==> config.mk <==
export PLATFORM = sky130hd
export DESIGN_NAME = ddr_cmd_monitor
export DESIGN_NICKNAME = d
export VERILOG_FILES = /design/src/rtl/ddr_mon_pkg.sv /design/src/rtl/ddr_bank_tracker.sv /design/src/rtl/ddr_down_timer.sv /design/src/rtl/ddr_mode_reg.sv /design/src/rtl/ddr_cmd_monitor.sv
export SDC_FILE = /design/constraint.sdc
export NUM_CORES = 1
export LEC_CHECK = 0
export BUFFER_PORTS_ARGS = -buffer_cell sky130_fd_sc_hd__buf_2
export CAP_MARGIN = 20
export CORE_MARGIN = 4
export CORE_UTILIZATION = 47
export CTS_CLUSTER_SIZE = 16
export DETAILED_ROUTE_END_ITERATION = 12
export PLACE_DENSITY = 0.76
export SKIP_LAST_GASP = 1
export SYNTH_ARGS = -nofsm -noshare
export SYNTH_HDL_FRONTEND = slang
export SYNTH_SLANG_ARGS = --single-unit
==> constraint.sdc <==
create_clock -name clk -period 2.8 [get_ports clk]
set_input_delay 0.56 -clock clk [delete_from_list [all_inputs] [get_ports clk]]
set_output_delay 0.56 -clock clk [all_outputs]
set_load 0.005 [all_outputs]
==> src/rtl/ddr_mon_pkg.sv <==
package ddr_mon_pkg;

  typedef enum logic [2:0] {
    CMD_NOP  = 3'd0,
    CMD_ACT  = 3'd1,
    CMD_RD   = 3'd2,
    CMD_WR   = 3'd3,
    CMD_PRE  = 3'd4,
    CMD_PALL = 3'd5,
    CMD_REF  = 3'd6,
    CMD_LMR  = 3'd7
  } cmd_e;

  typedef enum logic [2:0] {
    ERR_NONE      = 3'd0,
    ERR_ACT_OPEN  = 3'd1,
    ERR_RW_IDLE   = 3'd2,
    ERR_MODE_BUSY = 3'd3,
    ERR_BAD_BL    = 3'd4,
    ERR_DLL_GAP   = 3'd5
  } err_e;

  typedef struct packed {
    logic [5:0] op;
    logic [2:0] cl;
    logic       bt;
    logic [2:0] bl;
  } mode_t;

  localparam logic [2:0] BL_RESET = 3'd1;
  localparam logic [2:0] CL_RESET = 3'd2;

  // legal burst-length codes: 1 -> 2 beats, 2 -> 4, 3 -> 8
  function automatic logic bl_ok(input logic [2:0] code);
    return (code == 3'd1) || (code == 3'd2) || (code == 3'd3);
  endfunction

  // clock edges a burst occupies (two beats per clock)
  function automatic logic [2:0] bl_cycles(input logic [2:0] code);
    case (code)
      3'd2:    return 3'd2;
      3'd3:    return 3'd4;
      default: return 3'd1;
    endcase
  endfunction

endpackage

==> src/rtl/ddr_bank_tracker.sv <==
module ddr_bank_tracker #(
  parameter int NUM_BANKS = 4,
  parameter int ROW_W     = 13,
  localparam int BA_W     = $clog2(NUM_BANKS)
) (
  input  logic                       clk,
  input  logic                       rst_n,
  input  logic                       act_en,
  input  logic                       pre_en,
  input  logic                       pall_en,
  input  logic [BA_W-1:0]            bank_sel,
  input  logic [ROW_W-1:0]           row_in,
  output logic [NUM_BANKS-1:0]       open_q,
  output logic [NUM_BANKS*ROW_W-1:0] rows_q
);

  for (genvar b = 0; b < NUM_BANKS; b++) begin : g_bank
    logic hit;
    assign hit = (bank_sel == BA_W'(b));

    always_ff @(posedge clk) begin
      if (!rst_n) begin
        open_q[b]                 <= 1'b0;
        rows_q[b*ROW_W +: ROW_W]  <= '0;
      end else if (act_en && hit) begin
        open_q[b]                 <= 1'b1;
        rows_q[b*ROW_W +: ROW_W]  <= row_in;
      end else if (pall_en || (pre_en && hit)) begin
        open_q[b]                 <= 1'b0;
      end
    end
  end

endmodule

==> src/rtl/ddr_down_timer.sv <==
module ddr_down_timer #(
  parameter int W = 8
) (
  input  logic         clk,
  input  logic         rst_n,
  input  logic         load,
  input  logic [W-1:0] load_val,
  output logic         busy
);

  logic [W-1:0] cnt_q;

  always_ff @(posedge clk) begin
    if (!rst_n)             cnt_q <= '0;
    else if (load)          cnt_q <= load_val;
    else if (cnt_q != '0)   cnt_q <= cnt_q - 1'b1;
  end

  assign busy = (cnt_q != '0);

endmodule

==> src/rtl/ddr_mode_reg.sv <==
module ddr_mode_reg
  import ddr_mon_pkg::*;
#(
  parameter int DLL_BIT = 8
) (
  input  logic        clk,
  input  logic        rst_n,
  input  logic        wr_en,
  input  logic [12:0] value,
  output mode_t       mode_q
);

  mode_t nxt;

  always_comb begin
    nxt.bl = value[2:0];
    nxt.bt = value[3];
    nxt.cl = value[6:4];
    nxt.op = value[12:7];
    nxt.op[DLL_BIT-7] = 1'b0;   // self-clearing position is never stored
  end

  always_ff @(posedge clk) begin
    if (!rst_n) begin
      mode_q.bl <= BL_RESET;
      mode_q.bt <= 1'b0;
      mode_q.cl <= CL_RESET;
      mode_q.op <= '0;
    end else if (wr_en) begin
      mode_q <= nxt;
    end
  end

endmodule

==> src/rtl/ddr_cmd_monitor.sv <==
module ddr_cmd_monitor
  import ddr_mon_pkg::*;
#(
  parameter int NUM_BANKS = 4,
  parameter int ROW_W     = 13,
  parameter int DLL_GAP   = 200,
  localparam int BA_W     = $clog2(NUM_BANKS)
) (
  input  logic                       clk,
  input  logic                       rst_n,
  input  logic                       cke,
  input  logic [2:0]                 cmd,
  input  logic [BA_W-1:0]            ba,
  input  logic [ROW_W-1:0]           addr,
  output logic [NUM_BANKS-1:0]       bank_open,
  output logic [NUM_BANKS*ROW_W-1:0] bank_row,
  output logic [2:0]                 burst_len,
  output logic                       burst_type,
  output logic [2:0]                 cas_lat,
  output logic [5:0]                 op_mode,
  output logic                       err_flag,
  output logic [2:0]                 err_code
);

  localparam int DLL_W   = $clog2(DLL_GAP + 1);
  localparam int BURST_W = 3;
  localparam int DLL_BIT = 8;

  cmd_e  cmd_v;
  err_e  err_now;
  mode_t mode_q;
  logic  sel_open, any_open, lmr_main;
  logic  burst_busy, dll_busy;
  logic  act_en, pre_en, pall_en, rw_ok, mode_wr, dll_load;

  assign cmd_v    = cke ? cmd_e'(cmd) : CMD_NOP;
  assign sel_open = bank_open[ba];
  assign any_open = |bank_open;
  assign lmr_main = (cmd_v == CMD_LMR) && (ba == '0);

  always_comb begin
    err_now = ERR_NONE;
    case (cmd_v)
      CMD_ACT: if (sel_open) err_now = ERR_ACT_OPEN;
      CMD_RD: begin
        if (!sel_open)     err_now = ERR_RW_IDLE;
        else if (dll_busy) err_now = ERR_DLL_GAP;
      end
      CMD_WR:  if (!sel_open) err_now = ERR_RW_IDLE;
      CMD_LMR: begin
        if (any_open || burst_busy)              err_now = ERR_MODE_BUSY;
        else if (lmr_main && !bl_ok(addr[2:0]))  err_now = ERR_BAD_BL;
      end
      default: err_now = ERR_NONE;
    endcase
  end

  assign act_en   = (cmd_v == CMD_ACT) && !sel_open;
  assign pre_en   = (cmd_v == CMD_PRE);
  assign pall_en  = (cmd_v == CMD_PALL);
  assign rw_ok    = ((cmd_v == CMD_RD) || (cmd_v == CMD_WR)) && sel_open;
  assign mode_wr  = lmr_main && (err_now == ERR_NONE);
  assign dll_load = mode_wr && addr[DLL_BIT];

  ddr_bank_tracker #(.NUM_BANKS(NUM_BANKS), .ROW_W(ROW_W)) u_banks (
    .clk      (clk),
    .rst_n    (rst_n),
    .act_en   (act_en),
    .pre_en   (pre_en),
    .pall_en  (pall_en),
    .bank_sel (ba),
    .row_in   (addr),
    .open_q   (bank_open),
    .rows_q   (bank_row)
  );

  ddr_mode_reg #(.DLL_BIT(DLL_BIT)) u_mode (
    .clk    (clk),
    .rst_n  (rst_n),
    .wr_en  (mode_wr),
    .value  (addr[12:0]),
    .mode_q (mode_q)
  );

  ddr_down_timer #(.W(BURST_W)) u_burst (
    .clk      (clk),
    .rst_n    (rst_n),
    .load     (rw_ok),
    .load_val (bl_cycles(mode_q.bl)),
    .busy     (burst_busy)
  );

  ddr_down_timer #(.W(DLL_W)) u_dll (
    .clk      (clk),
    .rst_n    (rst_n),
    .load     (dll_load),
    .load_val (DLL_W'(DLL_GAP - 1)),
    .busy     (dll_busy)
  );

  always_ff @(posedge clk) begin
    if (!rst_n) begin
      err_flag <= 1'b0;
      err_code <= ERR_NONE;
    end else if (!err_flag && (err_now != ERR_NONE)) begin
      err_flag <= 1'b1;
      err_code <= err_now;
    end
  end

  assign burst_len  = mode_q.bl;
  assign burst_type = mode_q.bt;
  assign cas_lat    = mode_q.cl;
  assign op_mode    = mode_q.op;

endmodule

==> out/results.ini, run 1 <==
[die]
initial_core_util_pct=48.9
pin_count=94
num_rows=30
die_w_um=92.8
coreArea_um2=6910
die_h_um=92.8
die_area_um2=8610

[layout]
n_antenna_cell=0
area_growth_pct=23.6
final_common_cell=buf_2
layout-drive-gt1-share_pct=29.7
final_cell_mix=buf_2 (92), dfxtp_1 (83), nor2_1 (74)
nets=458

[sta]
relSlewSlack_pct=56.8
rsz0062_at_grt=false
hold_slack_ns=0.437
period_needed_ns=2.27
timing.final.ws_setup_ns=0.530
fmax_ghz=0.441
finalMaxSlewViolations=0
worstMarginPinSlew_ns=0.640
fin_skew_ns=0.00971
finalSetupTns_ns=0
finalCritPeriodShare_pct=81.1
hold_viol=0
setup_viol=0

[clock_tree]
cts_resized=0
cts_inserted_buffers=9
clkLatencyLatePin_ns=0.36
clkTransAtPathRegs_ns=0.09
hold_buffers=0
cts-root-buf=clkbuf_8
cts_tree=built
cts_setup_buffers=0
cts.path.max_buffers=2
htreeDepth=3
clock-sinks=83

[synthesis]
ys.warnings.count=0
synth_cells=339
synth-seq-cells=83
synth-seq-area-share_pct=49.2
synth.cell_area_um2=3380
synth_nets=364
synth_cell_type_count=43
synth_area_per_cell_um2=9.97

[route]
dr.pass1.iters=4
wirelength_mm=7.75
remaining_drc_errors=0
wl_per_cell_um=14.5
vias=2686
ant_nets=0
avgViaCountPerCell=5.03
drt-initial-drc-count=105

[power]
p_leak_nw=1.80
fin_total_pwr_mw=2.75
vdd_drop_max_mv=0.455
powerDensity_nw_per_um2=659

[setup_path]
crit_path_max_fanout=14
worstSetupPathType=flip-flop to flip-flop
critPathLaunchType=flip-flop
crit_path_end_kind=flip-flop
crit_arrival_ns=2.50
crit_required_ns=3.03

[place]
dp_hpwl_mm=5.47
pre_cts_ws_ns=0.183
port_buffers=92
place.gp.congestion=0.782

[job]
maxCapViolCount=0

[outcome]
status=finished clean

[min_path]
hold_path.class=flip-flop to flip-flop

[grt]
grt_overflow=0
antenna_found_initial=0
grt_pass1_vias=2666
grt_max_degree=45
grt_pass1_wl_mm=12.9
groute.usage.overall_pct=18.8

==> cell type report <==
class	count	area (µm²)
inverter	7	26.3
sequential	83	1660
multi-input combinational	230	1580
tap	96	120
fill	641	2730
clock buffer	10	138
timing repair buffer	102	586
clock inverter	6	71.3
==> flip-flops by register name, indices dropped and copies added (netlist names) <==
register,cells
u_banks.rows_q,52
u_mode.mode_q,12
u_dll.cnt_q,8
u_banks.open_q,4
err_code,3
u_burst.cnt_q,3
err_flag,1
==> cell families after synthesis <==
family	synth area share (%)
simple gates	18.6
flops	49.2
mux	20.0
buf+inv	4.37
compound gates	4.48
xor+xnor	1.81
fa+ha+maj	1.48
other cells	0.111
==> through the flow <==
step / instance area (µm²) / cells / utilization [%]
after floorplan: 3380 / 339 / -
after global placement: 3970 / 518 / 57.5
after detailed placement: 3970 / 518 / 57.5
after CTS: 4180 / 534 / 60.5
after global routing: 4180 / 534 / 60.5
final: 4180 / 534 / 60.5
==> report_power, final <==
part	switching [mW]	internal, mW
sequential	0.0678	1.26
combinational	0.284	0.242
clock	0.455	0.444
==> Yosys cell counts <==
cell | instances | area, µm²
a211o_1 | 1 | 8.76
a21oi_1 | 11 | 55.1
a31oi_1 | 5 | 31.3
a41o_1 | 1 | 10.0
and3_1 | 3 | 18.8
and4_1 | 4 | 35.0
buf_2 | 1 | 5.00
buf_4 | 2 | 15.0
buf_6 | 4 | 45.0
buf_8 | 1 | 15.0
clkbuf_1 | 11 | 41.3
conb_1 | 1 | 3.75
dfxtp_1 | 83 | 1660
ha_1 | 4 | 50.1
inv_1 | 7 | 26.3
mux2_2 | 1 | 11.3
mux2i_1 | 64 | 641
mux4_2 | 1 | 22.5
nand2_1 | 16 | 60.1
nand2b_1 | 1 | 6.26
nand3_1 | 4 | 20.0
nand3b_1 | 2 | 15.0
nand4_1 | 1 | 6.26
nand4b_1 | 1 | 8.76
nor2_1 | 74 | 278
nor2_4 | 1 | 11.3
nor2b_1 | 1 | 6.26
nor3_1 | 7 | 35.0
nor3_4 | 1 | 16.3
nor3b_1 | 1 | 7.51
nor3b_4 | 2 | 37.5
nor4_1 | 2 | 12.5
nor4bb_1 | 1 | 10.0
o211ai_1 | 1 | 7.51
o21ai_0 | 4 | 20.0
o21ba_2 | 1 | 10.0
o311ai_0 | 1 | 8.76
or2_2 | 1 | 6.26
or3b_1 | 2 | 17.5
or4_4 | 1 | 11.3
or4b_2 | 1 | 10.0
xnor2_1 | 3 | 26.3
xor2_1 | 4 | 35.0
==> path summary, 6_finish.rpt <==
kind,slack (ns),start,to,depth (start not counted)
min,0.44,u_mode.mode_q[2],u_mode.mode_q[2],2
max reg2reg,0.53,u_banks.open_q[3],u_banks.rows_q[16],6
min reg2reg,0.44,u_mode.mode_q[2],u_mode.mode_q[2],2
max,0.53,u_banks.open_q[3],u_banks.rows_q[16],6
==> routing by layer <==
metal	vias to the layer above	wire, µm	global-route usage, %
met4	0	155	9.16
met1	1237	3470	23.5
met5	-	0	0
met3	12	670	6.09
li1	1349	-	-
met2	88	3450	29.2
==> critical path, stage by stage, from the launching register on <==
cell	delay, ns
dfxtp_1	0.35
mux4_2	0.51
or4_4	0.58
nor3b_4	0.24
buf_12	0.19
mux2i_1	0.21
nor2_1	0.05
Power figures use the tool's default switching activity.
==> run 2, diff against run 1 <==
--- a/config.mk
+++ b/config.mk
@@ -5,13 +5,14 @@
 export SDC_FILE = /design/constraint.sdc
 export NUM_CORES = 1
 export LEC_CHECK = 0
+export ABC_AREA = 1
 export BUFFER_PORTS_ARGS = -buffer_cell sky130_fd_sc_hd__buf_2
 export CAP_MARGIN = 20
 export CORE_MARGIN = 4
-export CORE_UTILIZATION = 47
+export CORE_UTILIZATION = 50
 export CTS_CLUSTER_SIZE = 16
 export DETAILED_ROUTE_END_ITERATION = 12
-export PLACE_DENSITY = 0.76
+export PLACE_DENSITY = 0.77
 export SKIP_LAST_GASP = 1
 export SYNTH_ARGS = -nofsm -noshare
 export SYNTH_HDL_FRONTEND = slang
==> constraint.sdc (replaced) <==
create_clock -name clk -period 2.1 [get_ports clk]
set_input_delay 0.42 -clock clk [delete_from_list [all_inputs] [get_ports clk]]
set_output_delay 0.42 -clock clk [all_outputs]
set_load 0.005 [all_outputs]
==> run 2 against run 1 <==
Compared with the run above: hold slack got worse by 0.047 ns; sequential cell count did not move; critical path depth is 5 higher; non-clock buffer count decreased by 4; clock power rose by 35%; wire length up 15%; synthesized cell count rose by 39%; via count grew 20%; sequential share of layout area down 0.53 points; count of clock-buffer cells in the layout grew 2; global-route usage rose by 2.8 points; clock skew grew 0.0011 ns; critical endpoint is now u_mode.mode_q[3]; largest power group unchanged; highest routed layer unchanged.
==> out/results.ini, run 2 <==
[layout]
top_register=u_banks.rows_q  ; unchanged
n_antenna_cell=0  ; unchanged
layout.cell_area.non_filler_um2=4230  ; was 4180 µm²
area_growth_pct=21.4  ; was 23.6%
layout-drive-gt1-share_pct=23.2  ; was 29.7%
final_common_cell=buf_2  ; unchanged
largestRegisters=u_banks.rows_q x52, u_mode.mode_q x12, u_dll.cnt_q x8  ; unchanged
final_cell_mix=buf_2 (92), dfxtp_1 (83), inv_1 (80)  ; was buf_2 (92), dfxtp_1 (83), nor2_1 (74)
nets=585  ; was 458
largest_reg_flops=52  ; unchanged
fin_cells=661  ; was 534

[setup_path]
crit_path_max_fanout=10  ; was 14
crit_path_end_kind=flip-flop  ; unchanged
crit_chain=inv_1 > ha_1 > inv_1 > nor2_2 > inv_1 > o21ai_1 > nand2_1 > nor2_4 > nand3_2 > nor2_1 > nor2_1  ; was mux4_2 > or4_4 > nor3b_4 > buf_12 > mux2i_1 > nor2_1
crit_required_ns=2.35  ; was 3.03 ns
worstSetupPathType=flip-flop to flip-flop  ; unchanged
crit_family=simple AND/OR/NAND/NOR gates  ; unchanged
slowest_delay_ns=0.33  ; was 0.58 ns
cp.buffers_inverters=3  ; was 1
crit_top_cell=inv_1
crit_arrival_ns=2.19  ; was 2.50 ns
slowest_stage=dfxtp_1  ; was or4_4
critPathLaunchType=flip-flop  ; unchanged

[synthesis]
ys.warnings.count=0  ; unchanged
synth_compound_area_share_pct=18.6  ; was 4.48%
synth-seq-area-share_pct=47.6  ; was 49.2%
synth_xor_area_share_pct=2.01  ; was 1.81%
async_flop_share_pct=0  ; unchanged
synthMuxAreaShare_pct=0  ; was 20.0%
synth_cell_type_count=28  ; was 43
synth_edf_count=0  ; unchanged
synth_fa_ha_area_share_pct=1.44  ; was 1.48%
synth_cells=470  ; was 339
synth-simple-area-share_pct=18.3  ; was 18.6%
synthFlopType=dfxtp_1  ; unchanged
synth_top_family_by_area=compound AO/OA/AOI/OAI gates  ; was multiplexers
yosysTopAreaCellShare_pct=47.6  ; was 49.2%
yosysMostFrequentCell=dfxtp_1  ; unchanged
synth.cell_area_um2=3490  ; was 3380 µm²
netlist_top_cells_area=dfxtp_1 (48%), a21oi_1 (9.6%), inv_1 (8.6%)  ; was dfxtp_1 (49%), mux2i_1 (19%), nor2_1 (8.2%)
netlist_top_cells_count=dfxtp_1 (83), inv_1 (80), nand2_1 (69)  ; was dfxtp_1 (83), nor2_1 (74), mux2i_1 (64)
synth-seq-cells=83  ; unchanged
synth_area_per_cell_um2=7.42  ; was 9.97 µm²
synth_area_leader_cell=dfxtp_1  ; unchanged
synth_nets=495  ; was 364

[sta]
fmax_ghz=0.515  ; was 0.441 GHz
hold_viol=0  ; unchanged
timing.final.ws_setup_ns=0.159  ; was 0.530 ns
period_needed_ns=1.94  ; was 2.27 ns
rsz0062_at_grt=true  ; was false
finalSetupTns_ns=0  ; unchanged
finalMaxSlewViolations=0  ; unchanged
setup_viol=0  ; unchanged
fin_skew_ns=0.0108  ; was 0.00971 ns
finalCritPeriodShare_pct=92.4  ; was 81.1%

[clock_tree]
htreeDepth=3  ; unchanged
clkTransAtPathRegs_ns=0.08  ; was 0.09 ns
cts-root-buf=clkbuf_8  ; unchanged
cts_tree=built  ; unchanged
clkLatencyLatePin_ns=0.35  ; was 0.36 ns
cts_inserted_buffers=9  ; unchanged
cts.path.max_buffers=2  ; unchanged
clock-sinks=83  ; unchanged
cts_resized=0  ; unchanged

[place]
place_area_um2=4010  ; was 3970 µm²
pre_cts_ws_ns=0.239  ; was 0.183 ns
dpl.cell_count=644  ; was 518
dp_hpwl_mm=6.26  ; was 5.47 mm
port_buffers=92  ; unchanged
place.gp.congestion=0.850  ; was 0.782

[power]
p_leak_nw=1.99  ; was 1.80 nW
vdd_drop_max_mv=0.528  ; was 0.455 mV
powerDensity_nw_per_um2=897  ; was 659 nW/µm²
fin_total_pwr_mw=3.80  ; was 2.75 mW

[die]
num_rows=30  ; unchanged
die_h_um=91.5  ; was 92.8 µm
die_w_um=91.5  ; was 92.8 µm
pin_count=94  ; unchanged
coreArea_um2=6790  ; was 6910 µm²
initial_core_util_pct=51.3  ; was 48.9%
die_area_um2=8370  ; was 8610 µm²

[route]
avgViaCountPerCell=4.87  ; was 5.03
dr.pass1.iters=4  ; unchanged
wl_per_cell_um=13.5  ; was 14.5 µm
drt-initial-drc-count=154  ; was 105
vias=3220  ; was 2686
remaining_drc_errors=0  ; unchanged
ant_nets=0  ; unchanged
wirelength_mm=8.91  ; was 7.75 mm

[grt]
grt_max_degree=37  ; was 45
grt_overflow=0  ; unchanged
grt_pass1_wl_mm=14.6  ; was 12.9 mm
antenna_found_initial=0  ; unchanged
grt_pass1_vias=3130  ; was 2666
groute.usage.overall_pct=21.7  ; was 18.8%

[min_path]
hold_path.class=input port to flip-flop  ; was flip-flop to flip-flop

[outcome]
status=finished clean  ; unchanged

[job]
maxCapViolCount=0  ; unchanged

==> run 2: changes by cell type in the layout (fill, tap and decap cells not counted), moves of 4 or more <==
cell     previous run  this run
a21oi_1            11        67
a31oi_1             5         0
and4_1              4         0
buf_12              4         0
inv_1               6        80
mux2i_1            64         0
nand2_1            16        69
nand3_1             4        16
nor2_1             74        37
o21ai_0             4        53
o21ai_1             0         8
==> run 2: worst paths after layout <==
path                                    startpoint                  to  slack (ns)  cells past startpoint
worst max-delay path              u_burst.cnt_q[0]    u_mode.mode_q[3]        0.16                     11
worst min-delay path                       addr[0]    u_mode.mode_q[0]        0.39                      3
worst max register to register    u_burst.cnt_q[0]    u_mode.mode_q[3]        0.16                     11
worst min register to register  u_banks.rows_q[30]  u_banks.rows_q[30]        0.44                      2
==> run 2: worst reg2reg max path, cell delays in order (launching register included) <==
cell and delay (ns):
dfxtp_1 0.33, inv_1 0.07, ha_1 0.14, inv_1 0.04
nor2_2 0.18, inv_1 0.09, o21ai_1 0.16, nand2_1 0.14
nor2_4 0.23, nand3_2 0.24, nor2_1 0.16, nor2_1 0.06
==> run 2: through the flow <==
stage	utilization, %	hold slack (ns)
2_1_floorplan	-	0.440
3_3_place_gp	59.1	0.428
6_report	62.3	0.390
4_1_cts	62.2	0.380
3_5_place_dp	59.1	0.431
5_1_grt	62.3	0.401
==> run 2: logic make-up after synthesis <==
logic type	Yosys count
AO/OA/AOI/OAI	129
buffers and inverters	104
other	1
AND/OR/NAND/NOR	141
adder cells (fa/ha/maj)	4
XOR/XNOR	8
flip-flops	83
==> run 2: cell type report <==
cell class / count / area (µm²)
Fill cell: 607 / 2560
Sequential cell: 83 / 1660
Multi-Input combinational cell: 284 / 1420
Timing Repair Buffer: 98 / 505
Inverter: 84 / 315
Clock buffer: 12 / 155
Tap cell: 96 / 120
Clock inverter: 4 / 55.1
==> run 2: metal layers <==
layer	global-route usage [%]	vias up	wire [µm]
met2	35.7	104	4180
met1	27.5	1441	3950
met3	4.72	15	601
met5	0	-	0
met4	8.54	0	173
li1	-	1660	-
==> run 2: power breakdown <==
group	internal (mW)	total [mW]	switching [mW]
Combinational	0.326	0.823	0.496
Sequential	1.69	1.77	0.0811
Clock	0.624	1.21	0.584
Total	2.64	3.80	1.16
==> run 2: what timing repair did <==
item / CTS / global route
setup buffers: 0 / 0
hold buffers: 0 / 0
setup endpoints to repair: 0 / 3
==> run 3, diff against run 2 <==
--- a/config.mk
+++ b/config.mk
@@ -8,11 +8,13 @@
 export ABC_AREA = 1
 export BUFFER_PORTS_ARGS = -buffer_cell sky130_fd_sc_hd__buf_2
 export CAP_MARGIN = 20
+export CELL_PAD_IN_SITES_DETAIL_PLACEMENT = 0
+export CELL_PAD_IN_SITES_GLOBAL_PLACEMENT = 1
 export CORE_MARGIN = 4
-export CORE_UTILIZATION = 50
+export CORE_UTILIZATION = 37
 export CTS_CLUSTER_SIZE = 16
 export DETAILED_ROUTE_END_ITERATION = 12
-export PLACE_DENSITY = 0.77
+export PLACE_DENSITY_LB_ADDON = 0.1
 export SKIP_LAST_GASP = 1
 export SYNTH_ARGS = -nofsm -noshare
 export SYNTH_HDL_FRONTEND = slang
==> run 3 against run 2 <==
Compared with the run above: core utilization fell by 16 points; cell count rose by 2.4%; register-to-register slack barely moved; sequential power barely moved; worst setup slack got worse by 0.00073 ns; sequential cell count did not move; combinational power rose by 3.2%; hold slack got worse by 0.015 ns; critical endpoint is now u_mode.mode_q[5]; largest cell class unchanged.
==> out/results.ini, run 3 (synthesis results as in run 2) <==
[setup_path]
crit_required_ns=2.34  ; was 2.35 ns
r2r_cells=11  ; unchanged
reg2reg_setup_slack_ns=0.16  ; about the same
worstSetupPathType=flip-flop to flip-flop  ; unchanged
critPathLaunchType=flip-flop  ; unchanged
crit_arrival_ns=2.18  ; was 2.19 ns
regToRegStartpoint=u_burst.cnt_q[0]  ; unchanged
critPathLaunch=u_burst.cnt_q[0]  ; unchanged
crit_path_max_fanout=10  ; unchanged
crit_path_end_kind=flip-flop  ; unchanged

[route]
wirelength_mm=9.48  ; was 8.91 mm
wl_per_cell_um=14.0  ; was 13.5 µm
vias=3134  ; was 3220
drt-initial-drc-count=94  ; was 154
remaining_drc_errors=0  ; unchanged
avgViaCountPerCell=4.63  ; was 4.87
dr.pass1.iters=4  ; unchanged
ant_nets=0  ; unchanged

[layout]
final_common_cell=buf_2  ; unchanged
layout-drive-gt1-share_pct=23.5  ; was 23.2%
final_cell_mix=buf_2 (92), dfxtp_1 (83), inv_1 (80)  ; unchanged
n_antenna_cell=0  ; unchanged
largest_reg_flops=52  ; unchanged
area_growth_pct=23.0  ; was 21.4%
nets=586  ; was 585
multiInputGateArea_um2=1420  ; unchanged
largestRegisters=u_banks.rows_q x52, u_mode.mode_q x12, u_dll.cnt_q x8  ; unchanged
seq_area_um2=1660  ; unchanged
top_register=u_banks.rows_q  ; unchanged
n_fill_cell=978  ; was 607

[sta]
finalCritPeriodShare_pct=92.5  ; was 92.4%
setup_viol=0  ; unchanged
fmax_ghz=0.515  ; about the same
period_needed_ns=1.94  ; about the same
relSlewSlack_pct=66.6
fin_skew_ns=0.00613  ; was 0.0108 ns
rsz0062_at_grt=true  ; unchanged
worstMarginPinSlew_ns=0.497
finalMaxSlewViolations=0  ; unchanged
hold_viol=0  ; unchanged
hold_slack_ns=0.375  ; was 0.390 ns

[power]
vdd_drop_max_mv=0.352  ; was 0.528 mV
p_leak_nw=2.00  ; was 1.99 nW
fin_total_pwr_mw=3.91  ; was 3.80 mW
powerDensity_nw_per_um2=912  ; was 897 nW/µm²

[die]
num_rows=35  ; was 30
die_w_um=105  ; was 91.5 µm
initial_core_util_pct=37.9  ; was 51.3%
die_area_um2=11000  ; was 8370 µm²
die_h_um=105  ; was 91.5 µm
pin_count=94  ; unchanged
coreArea_um2=9200  ; was 6790 µm²

[place]
place.gp.congestion=0.826  ; was 0.850
port_buffers=92  ; unchanged
dp_hpwl_mm=6.78  ; was 6.26 mm

[clock_tree]
clock-sinks=83  ; unchanged
cts.path.max_buffers=2  ; unchanged
cts_inserted_buffers=9  ; unchanged
hold_buffers=0  ; unchanged
cts_setup_buffers=0  ; unchanged
htreeDepth=3  ; unchanged
cts_tree=built  ; unchanged
clkTransAtPathRegs_ns=0.09  ; was 0.08 ns
clkLatencyLatePin_ns=0.35  ; about the same
cts-root-buf=clkbuf_8  ; unchanged
cts_resized=0  ; unchanged

[grt]
antenna_found_initial=0  ; unchanged
grt_overflow=0  ; unchanged
grt_pass1_vias=2966  ; was 3130
groute.usage.overall_pct=17.2  ; was 21.7%
grt_max_degree=29  ; was 37
grt_pass1_wl_mm=15.1  ; was 14.6 mm

[min_path]
hold_path.class=input port to flip-flop  ; unchanged
hp-start=addr[0]  ; unchanged
min_path_cells=3  ; unchanged

[outcome]
status=finished clean  ; unchanged

[job]
maxCapViolCount=0  ; unchanged

[run 3: final timing paths]
kind | end
max | u_mode.mode_q[5]
min | u_mode.mode_q[0]
max reg2reg | u_mode.mode_q[5]
min reg2reg | u_banks.rows_q[47]
[run 3: cell type report]
type | instances | share of cell area, %
repair buffers | 99 | 12.3
multi-input cells | 284 | 33.1
well taps | 111 | 3.24
inverters | 84 | 7.35
clock inverters | 7 | 2.36
flip-flops and latches | 83 | 38.8
clock buffers | 9 | 2.89
[run 3: routing by layer]
metal | track usage (%) | vias up | wire length, µm
met3 | 5.06 | 6 | 442
met4 | 3.66 | 0 | 63
met1 | 22.3 | 1394 | 4690
li1 | - | 1663 | -
met5 | 0 | - | 0
met2 | 28.5 | 71 | 4280
[run 3: power breakdown]
part           total (mW)  internal (mW)  leakage, nW  switching (mW)
clock                1.29          0.678        0.106           0.617
sequential           1.77           1.69        0.672          0.0815
combinational       0.849          0.341         1.23           0.508
[run 3: worst max-delay path, stage by stage, from the launching register on]
cell and delay [ns]:
dfxtp_1 0.33, inv_1 0.08, ha_1 0.14, inv_1 0.04, nor2_2 0.15, inv_1 0.09
o21ai_1 0.17, nand2_1 0.14, nor2_4 0.22, nand3_2 0.25, nand2_1 0.12, nand3_1 0.08
[run 3: through the flow]
| stage | std cells | worst slack (ns) | utilization (%) | TNS [ns] | cell area, µm² |
|---|---|---|---|---|---|
| finish | 677 | 0.158 | 46.6 | 0 | 4290 |
| global route | 677 | -0.0106 | 46.6 | -0.0339 | 4290 |
| CTS | 676 | 0.187 | 46.5 | 0 | 4280 |
| detailed placement | 660 | 0.226 | 44.1 | 0 | 4050 |
| global placement | 660 | 0.272 | 44.1 | 0 | 4050 |
| floorplan | 470 | 0.446 | - | 0 | 3490 |
